$ cat config.mk
export PLATFORM = sky130hd
export DESIGN_NAME = sd_stale_dropper
export DESIGN_NICKNAME = d
export VERILOG_FILES = /design/src/rtl/sd_pkg.sv /design/src/rtl/sd_band_lookup.sv /design/src/rtl/sd_entry.sv /design/src/rtl/sd_stale_dropper.sv
export SDC_FILE = /design/constraint.sdc
export NUM_CORES = 1
export LEC_CHECK = 0
export ABC_AREA = 1
export BUFFER_PORTS_ARGS = -buffer_cell sky130_fd_sc_hd__buf_2
export CORE_ASPECT_RATIO = 1.5
export CORE_UTILIZATION = 55
export CTS_CLUSTER_DIAMETER = 40
export DETAILED_ROUTE_END_ITERATION = 6
export PLACE_DENSITY = 0.84
export SETUP_SLACK_MARGIN = 0.15
export SLEW_MARGIN = 20
export SYNTH_ARGS = -nofsm -noshare
export SYNTH_HDL_FRONTEND = slang
export SYNTH_SLANG_ARGS = --single-unit
$ cat constraint.sdc
create_clock -name clk -period 7.6 [get_ports clk]
set_input_delay 1.52 -clock clk [delete_from_list [all_inputs] [get_ports clk]]
set_output_delay 1.52 -clock clk [all_outputs]
set_load 0.03 [all_outputs]
$ cat src/rtl/sd_pkg.sv
package sd_pkg;

  // Per-slot action chosen each cycle, in priority order
  typedef enum logic [1:0] {
    ACT_IDLE = 2'd0,
    ACT_LOAD = 2'd1,
    ACT_FREE = 2'd2,
    ACT_AGE  = 2'd3
  } slot_act_e;

endpackage

$ cat src/rtl/sd_band_lookup.sv
module sd_band_lookup #(
  parameter int ACC_W    = 7,
  parameter int AGE_W    = 17,
  parameter int EDGE_LO  = 10,
  parameter int EDGE_MID = 30,
  parameter int EDGE_HI  = 70,
  parameter int THR_0    = 100,
  parameter int THR_1    = 1500,
  parameter int THR_2    = 50000,
  parameter int THR_3    = 100000
) (
  input  logic [ACC_W-1:0] acc_i,
  output logic [AGE_W-1:0] thr_o
);

  localparam logic [ACC_W-1:0] EDGE_LO_V  = ACC_W'(EDGE_LO);
  localparam logic [ACC_W-1:0] EDGE_MID_V = ACC_W'(EDGE_MID);
  localparam logic [ACC_W-1:0] EDGE_HI_V  = ACC_W'(EDGE_HI);

  // Lower-inclusive bands: an edge value belongs to the band above it
  always_comb begin
    if (acc_i < EDGE_LO_V) begin
      thr_o = AGE_W'(THR_0);
    end else if (acc_i < EDGE_MID_V) begin
      thr_o = AGE_W'(THR_1);
    end else if (acc_i < EDGE_HI_V) begin
      thr_o = AGE_W'(THR_2);
    end else begin
      thr_o = AGE_W'(THR_3);
    end
  end

endmodule

$ cat src/rtl/sd_entry.sv
module sd_entry
  import sd_pkg::*;
#(
  parameter int CORE_W = 2,
  parameter int LINE_W = 8,
  parameter int AGE_W  = 17
) (
  input  logic              clk,
  input  logic              rst_n,
  input  logic              load_i,
  input  logic              free_i,
  input  logic              load_pref_i,
  input  logic [CORE_W-1:0] load_core_i,
  input  logic [LINE_W-1:0] load_line_i,
  input  logic              dem_vld_i,
  input  logic [LINE_W-1:0] dem_line_i,
  input  logic [AGE_W-1:0]  thr_i,
  output logic              valid_o,
  output logic              pref_o,
  output logic [CORE_W-1:0] core_o,
  output logic              drop_o
);

  localparam logic [AGE_W-1:0] AGE_MAX = {AGE_W{1'b1}};
  localparam logic [AGE_W-1:0] AGE_ONE = AGE_W'(1);

  slot_act_e         act;
  logic              valid_q, valid_d;
  logic              pref_q, pref_d;
  logic              drop_q, drop_d;
  logic [CORE_W-1:0] core_q;
  logic [LINE_W-1:0] line_q;
  logic [AGE_W-1:0]  age_q, age_d;
  logic              age_en;
  logic              dem_hit;
  logic              stale;

  assign dem_hit = dem_vld_i && valid_q && (line_q == dem_line_i);
  assign stale   = pref_q && (age_q > thr_i);

  // Next-state
  always_comb begin
    if (load_i) begin
      act = ACT_LOAD;
    end else if (free_i) begin
      act = ACT_FREE;
    end else if (valid_q) begin
      act = ACT_AGE;
    end else begin
      act = ACT_IDLE;
    end

    valid_d = valid_q;
    pref_d  = pref_q;
    age_d   = age_q;
    drop_d  = 1'b0;

    unique case (act)
      ACT_LOAD: begin
        valid_d = 1'b1;
        pref_d  = load_pref_i;
        age_d   = '0;
      end
      ACT_FREE: begin
        valid_d = 1'b0;
        pref_d  = 1'b0;
      end
      ACT_AGE: begin
        age_d = (age_q == AGE_MAX) ? age_q : (age_q + AGE_ONE);
        if (dem_hit) begin
          pref_d = 1'b0;
        end else if (stale) begin
          valid_d = 1'b0;
          pref_d  = 1'b0;
          drop_d  = 1'b1;
        end
      end
      default: begin
      end
    endcase
  end

  assign age_en = (act == ACT_LOAD) || (act == ACT_AGE);

  // Control registers
  always_ff @(posedge clk or negedge rst_n) begin
    if (!rst_n) begin
      valid_q <= 1'b0;
      pref_q  <= 1'b0;
      drop_q  <= 1'b0;
    end else begin
      valid_q <= valid_d;
      pref_q  <= pref_d;
      drop_q  <= drop_d;
    end
  end

  // Data registers, no reset
  always_ff @(posedge clk) begin
    if (load_i) begin
      core_q <= load_core_i;
      line_q <= load_line_i;
    end
  end

  always_ff @(posedge clk) begin
    if (age_en) begin
      age_q <= age_d;
    end
  end

  assign valid_o = valid_q;
  assign pref_o  = pref_q;
  assign core_o  = core_q;
  assign drop_o  = drop_q;

  AST_DROP_FREES_SLOT: assert property (@(posedge clk) disable iff (!rst_n)
    drop_q |-> !valid_q) else $error("drop left slot valid");

  AST_DROP_ONE_CYCLE: assert property (@(posedge clk) disable iff (!rst_n)
    drop_q |=> !drop_q) else $error("drop pulse longer than one cycle");

  AST_DROP_NEEDS_PREF: assert property (@(posedge clk) disable iff (!rst_n)
    drop_q |-> $past(pref_q && valid_q)) else $error("dropped a non-prefetch slot");

  AST_AGE_SATURATES: assert property (@(posedge clk) disable iff (!rst_n)
    (valid_q && $past(valid_q) && $past(age_q == AGE_MAX) && !$past(load_i) && !$past(free_i))
      |-> (age_q == AGE_MAX)) else $error("age wrapped");

  AST_DEMAND_KEEPS_SLOT: assert property (@(posedge clk) disable iff (!rst_n)
    (dem_hit && !load_i && !free_i) |=> (valid_q && !pref_q && !drop_q)) else $error("promoted slot lost");

  AST_RETIRE_SILENT: assert property (@(posedge clk) disable iff (!rst_n)
    (free_i && !load_i) |=> (!valid_q && !drop_q)) else $error("retire misbehaved");

endmodule

$ cat src/rtl/sd_stale_dropper.sv
module sd_stale_dropper #(
  parameter int NUM_ENTRIES = 8,
  parameter int NUM_CORES   = 4,
  parameter int LINE_W      = 8,
  parameter int ACC_W       = 7,
  parameter int AGE_W       = 17,
  parameter int EDGE_LO     = 10,
  parameter int EDGE_MID    = 30,
  parameter int EDGE_HI     = 70,
  parameter int THR_0       = 100,
  parameter int THR_1       = 1500,
  parameter int THR_2       = 50000,
  parameter int THR_3       = 100000,
  localparam int IDX_W      = (NUM_ENTRIES > 1) ? $clog2(NUM_ENTRIES) : 1,
  localparam int CORE_W     = (NUM_CORES > 1) ? $clog2(NUM_CORES) : 1
) (
  input  logic                       clk,
  input  logic                       rst_n,
  input  logic                       alloc_vld,
  input  logic [IDX_W-1:0]           alloc_idx,
  input  logic                       alloc_pref,
  input  logic [CORE_W-1:0]          alloc_core,
  input  logic [LINE_W-1:0]          alloc_line,
  input  logic                       retire_vld,
  input  logic [IDX_W-1:0]           retire_idx,
  input  logic                       dem_vld,
  input  logic [LINE_W-1:0]          dem_line,
  input  logic [NUM_CORES*ACC_W-1:0] core_acc,
  output logic [NUM_ENTRIES-1:0]     ent_valid,
  output logic [NUM_ENTRIES-1:0]     ent_pref,
  output logic [NUM_ENTRIES-1:0]     drop_pulse
);

  logic [AGE_W-1:0]  core_thr [NUM_CORES];
  logic [CORE_W-1:0] ent_core [NUM_ENTRIES];
  logic [AGE_W-1:0]  ent_thr  [NUM_ENTRIES];
  logic [NUM_ENTRIES-1:0] load_vec;
  logic [NUM_ENTRIES-1:0] free_vec;

  // One limit per core, shared by all slots of that core
  for (genvar c = 0; c < NUM_CORES; c++) begin : g_core
    sd_band_lookup #(
      .ACC_W(ACC_W), .AGE_W(AGE_W),
      .EDGE_LO(EDGE_LO), .EDGE_MID(EDGE_MID), .EDGE_HI(EDGE_HI),
      .THR_0(THR_0), .THR_1(THR_1), .THR_2(THR_2), .THR_3(THR_3)
    ) u_lookup (
      .acc_i (core_acc[c*ACC_W +: ACC_W]),
      .thr_o (core_thr[c])
    );
  end

  for (genvar i = 0; i < NUM_ENTRIES; i++) begin : g_slot
    assign load_vec[i] = alloc_vld  && (alloc_idx  == IDX_W'(i));
    assign free_vec[i] = retire_vld && (retire_idx == IDX_W'(i));
    assign ent_thr[i]  = core_thr[ent_core[i]];

    sd_entry #(
      .CORE_W(CORE_W), .LINE_W(LINE_W), .AGE_W(AGE_W)
    ) u_slot (
      .clk         (clk),
      .rst_n       (rst_n),
      .load_i      (load_vec[i]),
      .free_i      (free_vec[i]),
      .load_pref_i (alloc_pref),
      .load_core_i (alloc_core),
      .load_line_i (alloc_line),
      .dem_vld_i   (dem_vld),
      .dem_line_i  (dem_line),
      .thr_i       (ent_thr[i]),
      .valid_o     (ent_valid[i]),
      .pref_o      (ent_pref[i]),
      .core_o      (ent_core[i]),
      .drop_o      (drop_pulse[i])
    );
  end

  AST_LOAD_SETS_VALID: assert property (@(posedge clk) disable iff (!rst_n)
    alloc_vld |=> ent_valid[$past(alloc_idx)]) else $error("allocated slot not valid");

  AST_PULSE_ONLY_ON_VALID: assert property (@(posedge clk) disable iff (!rst_n)
    ((drop_pulse & ~$past(ent_valid)) == '0)) else $error("pulse on empty slot");

endmodule

After elaboration in Yosys (flattened, before gate mapping)

Cells that the tools add are included.

Add/sub/neg operators: 8
Order comparisons: 28
Equality and inequality tests: 86
Multiplexer cells: 140
Bitwise operators: 8
Reductions and logical operators: 90

Operators by type and width:

| operator                                            | count |
|---|---|
| two-way mux 17 bit                                  | 36 |
| binary-select mux 17 bit (select 2 bit)             | 8 |
| case mux 17 bit (2 select lines)                    | 8 |
| adder 17 x 1 -> 17 bit (second input constant)      | 8 |
| == test 17 bit (second input constant)              | 8 |
| greater-than comparator 17 bit                      | 8 |
| == test 8 bit                                       | 8 |
| two-way mux 1 bit                                   | 48 |
| two-way mux 2 bit                                   | 24 |
| case mux 1 bit (3 select lines)                     | 16 |
| AND reduction 3 bit                                 | 16 |
| logical AND 1 bit                                   | 40 |
| == test 2 bit (second input constant)               | 16 |
| != test 2 bit (second input constant)               | 16 |
| < comparator 7 x 4 -> 1 bit (second input constant) | 4 |
| < comparator 7 x 5 -> 1 bit (second input constant) | 4 |
| < comparator 7 bit (second input constant)          | 4 |
| == test 3 bit (second input constant)               | 8 |
| >= comparator 3 bit (second input constant)         | 8 |
| != test 3 x 1 -> 1 bit (second input constant)      | 8 |
| NOT 2 -> 3 bit                                      | 8 |
| nonzero test 3 bit                                  | 8 |
| == test 2 x 1 -> 1 bit (second input constant)      | 8 |
| != test 2 x 1 -> 1 bit (second input constant)      | 8 |
| 6 further kinds                                     | 32 |

Flip-flop bits (word level): 240
Output and inout bits: 24

Logic depth before layout (Yosys ltp)

Gate-level depths: netlist (run 1).

Depth in word-level cells: 12
Gate-level depth with buffers: 22

Cells and area by module

From an unflattened synthesis (run 1), not the netlist that was laid out.

Cell total of the unflattened synthesis: 3206
Area, all modules: 21818.4 sq um

By module, submodules not included:

| module                          | instances | cells an instance | area each (sq um) |
|---|---|---|---|
| sd_entry (g_slot[0].u_slot ...) | 7         | 241               | 1993.2 |
| sd_stale_dropper                | 1         | 1150              | 5127.4 |
| sd_entry (g_slot[7].u_slot)     | 1         | 237               | 2003.2 |
| sd_band_lookup                  | 4         | 33                | 183.9 |

Worst setup path after synthesis (run 1)

Ideal clock, no wire load.

Kind: input -> register
Start: input port alloc_vld
End: register g_slot[4].u_slot.age_q[0], enable pin
Setup time: 415 ps
Arrival: 3455 ps
Data required time: 7185 ps
Slack: 3731 ps
Cell stages on the path: 6
Buffers on the path: 1
Cell sequence: nand2_1 > nor2_1 > inv_1 > nand2_1 > buf_4 > o21ai_0

Longest elaborated chain between the ends: 5

Ends and longest elaborated chain:

| item                                                    | RTL line                       | RTL |
|---|---|---|
| start: declaration                                      | sd_stale_dropper.sv:19         | `input logic alloc_vld,` |
| logical AND 1 bit *                                     | sd_stale_dropper.sv:53         | `assign load_vec[i] = alloc_vld && (alloc_idx == IDX_W'(i));` |
| named net g_slot[4].u_slot.load_i                       | sd_entry.sv:10                 | `input logic load_i,` |
| two-way mux 2 bit *                                     | sd_entry.sv:43                 | `if (load_i) begin` |
| == test 2 bit or == test 2 x 1 -> 1 bit (tied branches) | sd_entry.sv:58, sd_entry.sv:83 |  |
| != test 2 bit (no line), or another cell as far along   | -                              |  |
| AND reduction 3 bit (no line) *                         | -                              |  |
| end signal: assignment                                  | sd_entry.sv:108                | `age_q <= age_d;` |
| end: declaration                                        | sd_entry.sv:33                 | `logic [AGE_W-1:0] age_q, age_d;` |

The timed path passes the listed nets; every way through them passes the cells marked *.
A chain may end at the register's enable or synchronous reset.

Final worst setup path (run 1)

Start: input port core_acc[19]
End: register g_slot[1].u_slot.drop_q

Longest elaborated chain between the ends: 12

Ends and longest elaborated chain:

| item                                                     | RTL line               | RTL |
|---|---|---|
| start: declaration                                       | sd_stale_dropper.sv:28 | `input logic [NUM_CORES*ACC_W-1:0] core_acc,` |
| < comparator 7 bit                                       | sd_band_lookup.sv:26   | `end else if (acc_i < EDGE_HI_V) begin` |
| two-way mux 17 bit                                       | sd_band_lookup.sv:26   |  |
| two-way mux 17 bit                                       | sd_band_lookup.sv:24   | `end else if (acc_i < EDGE_MID_V) begin` |
| two-way mux 17 bit *                                     | sd_band_lookup.sv:22   | `if (acc_i < EDGE_LO_V) begin` |
| binary-select mux 17 bit (select 2 bit) *                | sd_stale_dropper.sv:55 | `assign ent_thr[i] = core_thr[ent_core[i]];` |
| two-way mux 17 bit (implied by the code) * (2 in series) | sd_stale_dropper.sv:55 |  |
| greater-than comparator 17 bit *                         | sd_entry.sv:39         | `assign stale = pref_q && (age_q > thr_i);` |
| logical AND 1 bit *                                      | sd_entry.sv:39         |  |
| two-way mux 1 bit *                                      | sd_entry.sv:72         | `end else if (stale) begin` |
| two-way mux 1 bit *                                      | sd_entry.sv:70         | `if (dem_hit) begin` |
| two-way mux 1 bit *                                      | sd_entry.sv:58         | `unique case (act)` |
| named net g_slot[1].u_slot.drop_d                        | sd_entry.sv:30         | `logic drop_q, drop_d;` |
| end signal: assignment                                   | sd_entry.sv:94         | `drop_q <= drop_d;` |
| end: declaration                                         | sd_entry.sv:30         |  |

The timed path passes the listed nets; every way through them passes the cells marked *. The select of a mux whose other input is x is not followed.

==> results of run 1 <==
-- layout by cell type (no fill, tap or decap), drive strengths merged, types with 3 or more instances in the layout --
| cell type | instances |
|---|---|
| nor3 | 48 |
| buf | 87 |
| clkinv | 13 |
| nand3 | 81 |
| or2 | 14 |
| xor2 | 17 |
| o21a | 8 |
| o21ai | 142 |
| o221ai | 3 |
| o21bai | 3 |
| nand3b | 6 |
| clkbuf | 40 |
| dfrtp | 24 |
| nand2 | 595 |
| ha | 120 |
| nor3b | 14 |
| edfxtp | 216 |
| o211ai | 7 |
| a21oi | 153 |
| nor2 | 296 |
| o22ai | 10 |
| xnor2 | 14 |
| nand4 | 27 |
| inv | 316 |
-- final timing paths --
| check | startpoint | depth (start not counted) | slack (ns) | endpoint |
|---|---|---|---|---|
| max in group asynchronous | rst_n | 1 | 6.09 | g_slot[3].u_slot.pref_o |
| worst max register to register | g_slot[0].u_slot.core_o[0] | 14 | 4.71 | g_slot[0].u_slot.drop_o |
| worst min register to register | g_slot[2].u_slot.pref_o | 2 | 0.51 | g_slot[2].u_slot.pref_o |
| min in group asynchronous | rst_n | 1 | 1.01 | g_slot[3].u_slot.drop_o |
| worst min-delay path | g_slot[2].u_slot.pref_o | 2 | 0.51 | g_slot[2].u_slot.pref_o |
| worst max-delay path | core_acc[19] | 14 | 3.57 | g_slot[1].u_slot.drop_o |
-- Yosys cell counts (all sizes together) --
master	n
a21oi	153
a22oi	1
a31oi	1
and2	1
and3	1
and3b	1
buf	51
clkbuf	8
clkinv	2
dfrtp	24
edfxtp	216
ha	120
inv	313
nand2	595
nand3	81
nand3b	6
nand4	27
nor2	296
nor3	48
nor3b	14
nor4	2
o211ai	7
o21a	8
o21ai	142
o21bai	3
o221ai	3
o22ai	10
o31ai	1
or2	14
xnor2	14
xor2	17
-- cells by family (layout without fill, tap and decap cells) --
kind of cell,Yosys count,in the layout
compound gates,329,329
simple gates,1086,1086
flops,240,240
fa+ha+maj,120,120
xor+xnor,31,31
buf+inv,374,458
-- flip-flops by register name, indices dropped and copies added (netlist names) --
signal,cells
g_slot.u_slot.age_q,136
g_slot.u_slot.core_o,16
g_slot.u_slot.drop_o,8
g_slot.u_slot.line_q,64
g_slot.u_slot.pref_o,8
g_slot.u_slot.valid_o,8
-- routing by layer --
layer	up-vias	global-route usage, %	share of wire, %
met5	-	0	0.019
met4	2	17.96	6.6
met3	157	3.053	6.0
met2	524	49.73	50
met1	6841	30.13	37
li1	7260	-	-
-- through the flow --
stage          area, um2  instances  utilization (%)  worst slack [ns]
6_report           18450       2664            60.97             3.570
3_3_place_gp       17480       2608            57.77             3.157
3_5_place_dp       17480       2608            57.77             3.071
5_1_grt            18450       2664            60.97             3.299
4_1_cts            18450       2664            60.97             3.657
2_1_floorplan      16900       2180                -             3.731
-- tightest hold or removal path, stage by stage, from the launching register on --
cell     delay (ns)
dfrtp_1        0.37
nand2_1        0.07
nand2_1        0.05
-- power groups by stage --
stage / logic [mW] / clock network, mW / registers (mW)
after floorplan: 1.39 / 0 / 2.23
after global placement: 1.65 / 0 / 2.33
after detailed placement: 1.76 / 0 / 2.34
after CTS: 1.78 / 1.42 / 2.32
after global routing: 2.04 / 1.47 / 2.38
final: 1.78 / 1.41 / 2.33
-- area by class of cell --
type	instances	area share (%)
clock buffers	40	4.382
clock inverters	16	0.8683
inverters	315	6.410
multi-input cells	1566	44.71
flip-flops and latches	240	38.42
well taps	400	2.713
repair buffers	87	2.496
==> run_results.csv, run 1 <==
group,metric,value,unit
outcome,status,"completed",
timing,fin_crit,4.030,ns
timing,setup_viol,0,
critical_path,required,8.07,ns
floorplan,die_area,0.03144,mm2
worst_hold_path,hold_class,"reg -> reg",
timing,fmax,248.1,MHz
cells_and_area,n_fill_cell,2629,
clocking,clock_latency,0.59,ns
clocking,cts-root-buf,"clkbuf_16",
routing,via_count,14780,
cells_and_area,antenna_cells,0,
cells_and_area,syn_to_final_growth,9.176,%
yosys,synth_cell_type_count,49,
power,powerDensity,298.8,mW/mm2
yosys,synth_top_cell_by_area,"edfxtp_1",
cells_and_area,fin_nets,2418,
yosys,avgSynthCellArea,7.750,um2
job,maxCapViolations,0,
yosys,synth_nets,2358,
cells_and_area,register_area,0.007087,mm2
placed_design,port_buffers,77,
timing,tightest_slew,0.8246,ns
global_routing,grtUsageTotal,27.36,%
yosys,synth_top_area_share,38.39,%
timing,fin_setup_tns,0,ns
clocking,htree_num_levels,1,
floorplan,fp.dieW,145.1,um
power,p_comb_share,32.3,%
yosys,syn_inst,2180,
timing,rsz0062_at_grt,"no",
critical_path,critPathKind,"in -> reg",
timing,clock-skew-final,0.03833,ns
global_routing,grt_max_degree,25,
clocking,cts.path.max_buffers,3,
power,peakVddDrop,244.7,uV
yosys,syn_area,0.01689,mm2
cells_and_area,multi_input_area,0.008247,mm2
yosys,synth-seq-area-share,41.95,%
power,p_total,5.511,mW
routing,routed_via_density,5.550,
critical_path,cp.arrival,4.50,ns
floorplan,die_y,216.7,um
yosys,synthSimpleGateAreaFrac,28.04,%
clocking,cts.clk_slew.worst_paths,0.07,ns
critical_path,max_stage_delay,0.58,ns
critical_path,endpoint_kind,"flip-flop",
floorplan,core,0.03025,mm2
clocking,tritoncts,"done",
floorplan,start_util,55.84,%
cells_and_area,layout-drive-gt1-share,10.03,%
yosys,ys_warn_count,0,
yosys,synth_top_family_by_area,"simple AND/OR/NAND/NOR gates",
global_routing,grt_pass1_wl,69030,um
power,p_leak,8.577,nW
power,p_int,3.370,mW
power,p_sw,2.142,mW
power,power_switching_share,38.86,%
critical_path,cpLargestDelayFamily,"simple AND/OR/NAND/NOR gates",
routing,wl,42790,um
yosys,synth_mux_area_share,0,%
clocking,post_cts_buffers,0,
timing,hold_viol_final,0,
clocking,hold_buffers,0,
yosys,synth.area.top_cells,"edfxtp_1, nand2_1, ha_1",
timing,period_share,53.02,%
yosys,synth-compound-area-share,10.28,%
routing,firstDrtPassIters,5,
critical_path,crit_path_top_delay_cell,"nand2_1",
global_routing,grt-ovfl-total,0,
routing,first_iter_violations,1043,
critical_path,cp_num_buf_inv,1,
floorplan,std_cell_rows,78,
routing,wl_per_cell,16.06,um
routing,final_antenna_net_count,0,
floorplan,io_pins,82,
critical_path,crit_fanout,16,
yosys,synthXorXnorAreaFrac,1.607,%
yosys,synthAdderAreaFrac,8.887,%
placed_design,place_hpwl,31740,um
timing,whs,0.5143,ns
critical_path,path_cells,"buf_2 -> nor2_1 -> nand3b_1 -> nand2_1 -> nand2_1 -> o221ai_1 -> o21ai_0 -> ha_1 -> nand4_1 -> nor2_1 -> nand2_1 -> nand2_1 -> nand2_1 -> nor3_1",
critical_path,critPathLaunchType,"input pin",
timing,slew-limit-headroom,44.66,%
timing,slew_viol_final,0,
routing,remaining_drc_errors,0,
clocking,postCtsResizedCells,0,
critical_path,path_common_cell,"nand2_1",
global_routing,grt_pass1_vias,14310,
yosys,ys_ff_latch,240,
clocking,cts_sinks,240,
placed_design,gp_congestion,0.9039,
clocking,numCtsBuffers,30,
global_routing,antenna_found_initial,1,
power,clkPwrFrac,25.5,%
power,seqPwrFrac,42.2,%
Power figures use the tool's default switching activity.
==> inputs of run 2 (changes only) <==
PLACE_DENSITY = 0.86   (was 0.84)
clock period = 3.4 ns   (was 7.6 ns; I/O delays follow)
==> run_results.csv, run 2 (synthesis gave the netlist of run 1 again) <==
group,metric,value,unit
routing,wl,43380,um
floorplan,fp.dieW,145.1,um
cells_and_area,final_common_cell,"nand2_1",
critical_path,required,3.86,ns
clocking,clock_latency,0.59,ns
cells_and_area,fin_cells,2685,
timing,fin_crit,2.826,ns
power,peakVddDrop,488.7,uV
timing,period_share,83.13,%
critical_path,critPathLaunchType,"input pin",
timing,slew_viol_final,0,
placed_design,port_buffers,77,
floorplan,die_area,0.03144,mm2
cells_and_area,top_register,"g_slot.u_slot.age_q",
floorplan,start_util,55.84,%
cells_and_area,final_cell_mix,"nand2_1, inv_1, nor2_1, edfxtp_1, a21oi_1",
clocking,cts_sinks,240,
routing,routed_via_density,5.628,
placed_design,gp_congestion,0.9256,
cells_and_area,antenna_cells,0,
critical_path,cp.arrival,3.28,ns
timing,setup_viol,0,
floorplan,core,0.03025,mm2
floorplan,io_pins,82,
global_routing,grt_pass1_vias,14820,
cells_and_area,fin_area,0.01869,mm2
global_routing,grt-ovfl-total,0,
clocking,tritoncts,"done",
routing,firstDrtPassIters,6,
global_routing,grt_pass1_wl,70130,um
clocking,htree_num_levels,1,
global_routing,grt_max_degree,25,
cells_and_area,layout-drive-gt1-share,11.07,%
clocking,postCtsResizedCells,0,
routing,final_antenna_net_count,0,
floorplan,die_y,216.7,um
global_routing,antenna_found_initial,2,
critical_path,critPathKind,"in -> reg",
power,p_leak,8.708,nW
global_routing,grtUsageTotal,27.57,%
timing,tightest_slew,0.8006,ns
placed_design,place_hpwl,32250,um
job,maxCapViolations,0,
routing,first_iter_violations,1177,
routing,remaining_drc_errors,0,
timing,slew-limit-headroom,46.27,%
routing,wl_per_cell,16.16,um
clocking,cts-root-buf,"clkbuf_16",
timing,rsz0062_at_grt,"no",
clocking,hold_buffers,0,
timing,hold_viol_final,0,
floorplan,std_cell_rows,78,
placed_design,place_area,0.01762,mm2
critical_path,endpoint_kind,"flip-flop",
cells_and_area,largest_reg_flops,136,
outcome,status,"completed",
placed_design,dp_cells,2627,
clocking,cts.path.max_buffers,3,
cells_and_area,syn_to_final_growth,10.63,%
worst_hold_path,hold_class,"in -> async",
cells_and_area,fin_nets,2438,
timing,fmax,353.8,MHz
timing,clock-skew-final,0.02101,ns
clocking,cts.clk_slew.worst_paths,0.07,ns
critical_path,crit_fanout,7,
timing,fin_setup_tns,0,ns
routing,via_count,15110,
cells_and_area,fin_util,61.78,%
clocking,numCtsBuffers,31,
power,powerDensity,679.1,mW/mm2
clocking,post_cts_buffers,0,
## run 2: worst max-delay path, cell delays in order
cell     delay (ns)
buf_2          0.11
nand2_1        0.10
nand3_1        0.10
nand2_2        0.21
nand2_1        0.23
inv_1          0.16
nand2_1        0.05
o21ai_0        0.10
nand2_1        0.08
o21ai_1        0.21
inv_1          0.12
ha_1           0.32
nand2_1        0.07
nor2_1         0.18
nand2_1        0.10
nand2_1        0.06
nand2_1        0.05
nand2_1        0.05
nand2_1        0.08
o21ai_0        0.16
nand2_1        0.08
## run 2: per-stage QoR
stage               total power, mW  hold slack [ns]  setup slack, ns
floorplan                     8.084           0.3844           0.3708
detailed placement            9.235           0.5013          0.04920
global placement              8.942           0.5053           0.1685
global route                  13.51           0.1717           0.2432
CTS                           12.67           0.1681           0.6352
finish                        12.69           0.1486           0.5736
## run 2: final timing paths
kind,from,end,slack (ns),depth (start not counted)
max in group asynchronous,rst_n,g_slot[5].u_slot.pref_o,2.76,1
worst min-delay path,rst_n,g_slot[3].u_slot.valid_o,0.15,1
min in group clk,alloc_line[4],g_slot[2].u_slot.line_q[4],0.39,1
worst max register to register,g_slot[3].u_slot.core_o[0],g_slot[3].u_slot.pref_o,0.63,14
worst min register to register,g_slot[2].u_slot.pref_o,g_slot[2].u_slot.pref_o,0.51,2
worst max-delay path,core_acc[9],g_slot[2].u_slot.valid_o,0.57,21
## run 2: routing by layer
metal  GRT usage (%)  wire [um]  vias to the layer above  share of wire, %
li1                -          -                     7292                 -
met1           29.98      15520                     6952                36
met2           49.87      21760                      663                50
met3           3.768       3359                      201               7.7
met4           18.42       2718                        4               6.3
met5               0         18                        -             0.041
## run 2: final cells by class
cell class	count	area [um2]
clock buffer	39	825.8
clock inverter	19	242.7
fill	2551	11560
inverter	315	1182
multi-input combinational	1566	8250
sequential	240	7087
tap	400	500.5
timing repair buffer	106	603.1
## run 2: power breakdown
part           internal (mW)  total (mW)  leakage [nW]  switching (mW)
Combinational           1.42        4.05          5.78            2.63
Sequential              4.32        5.23          2.41           0.909
Clock                   2.05        3.41         0.516            1.36
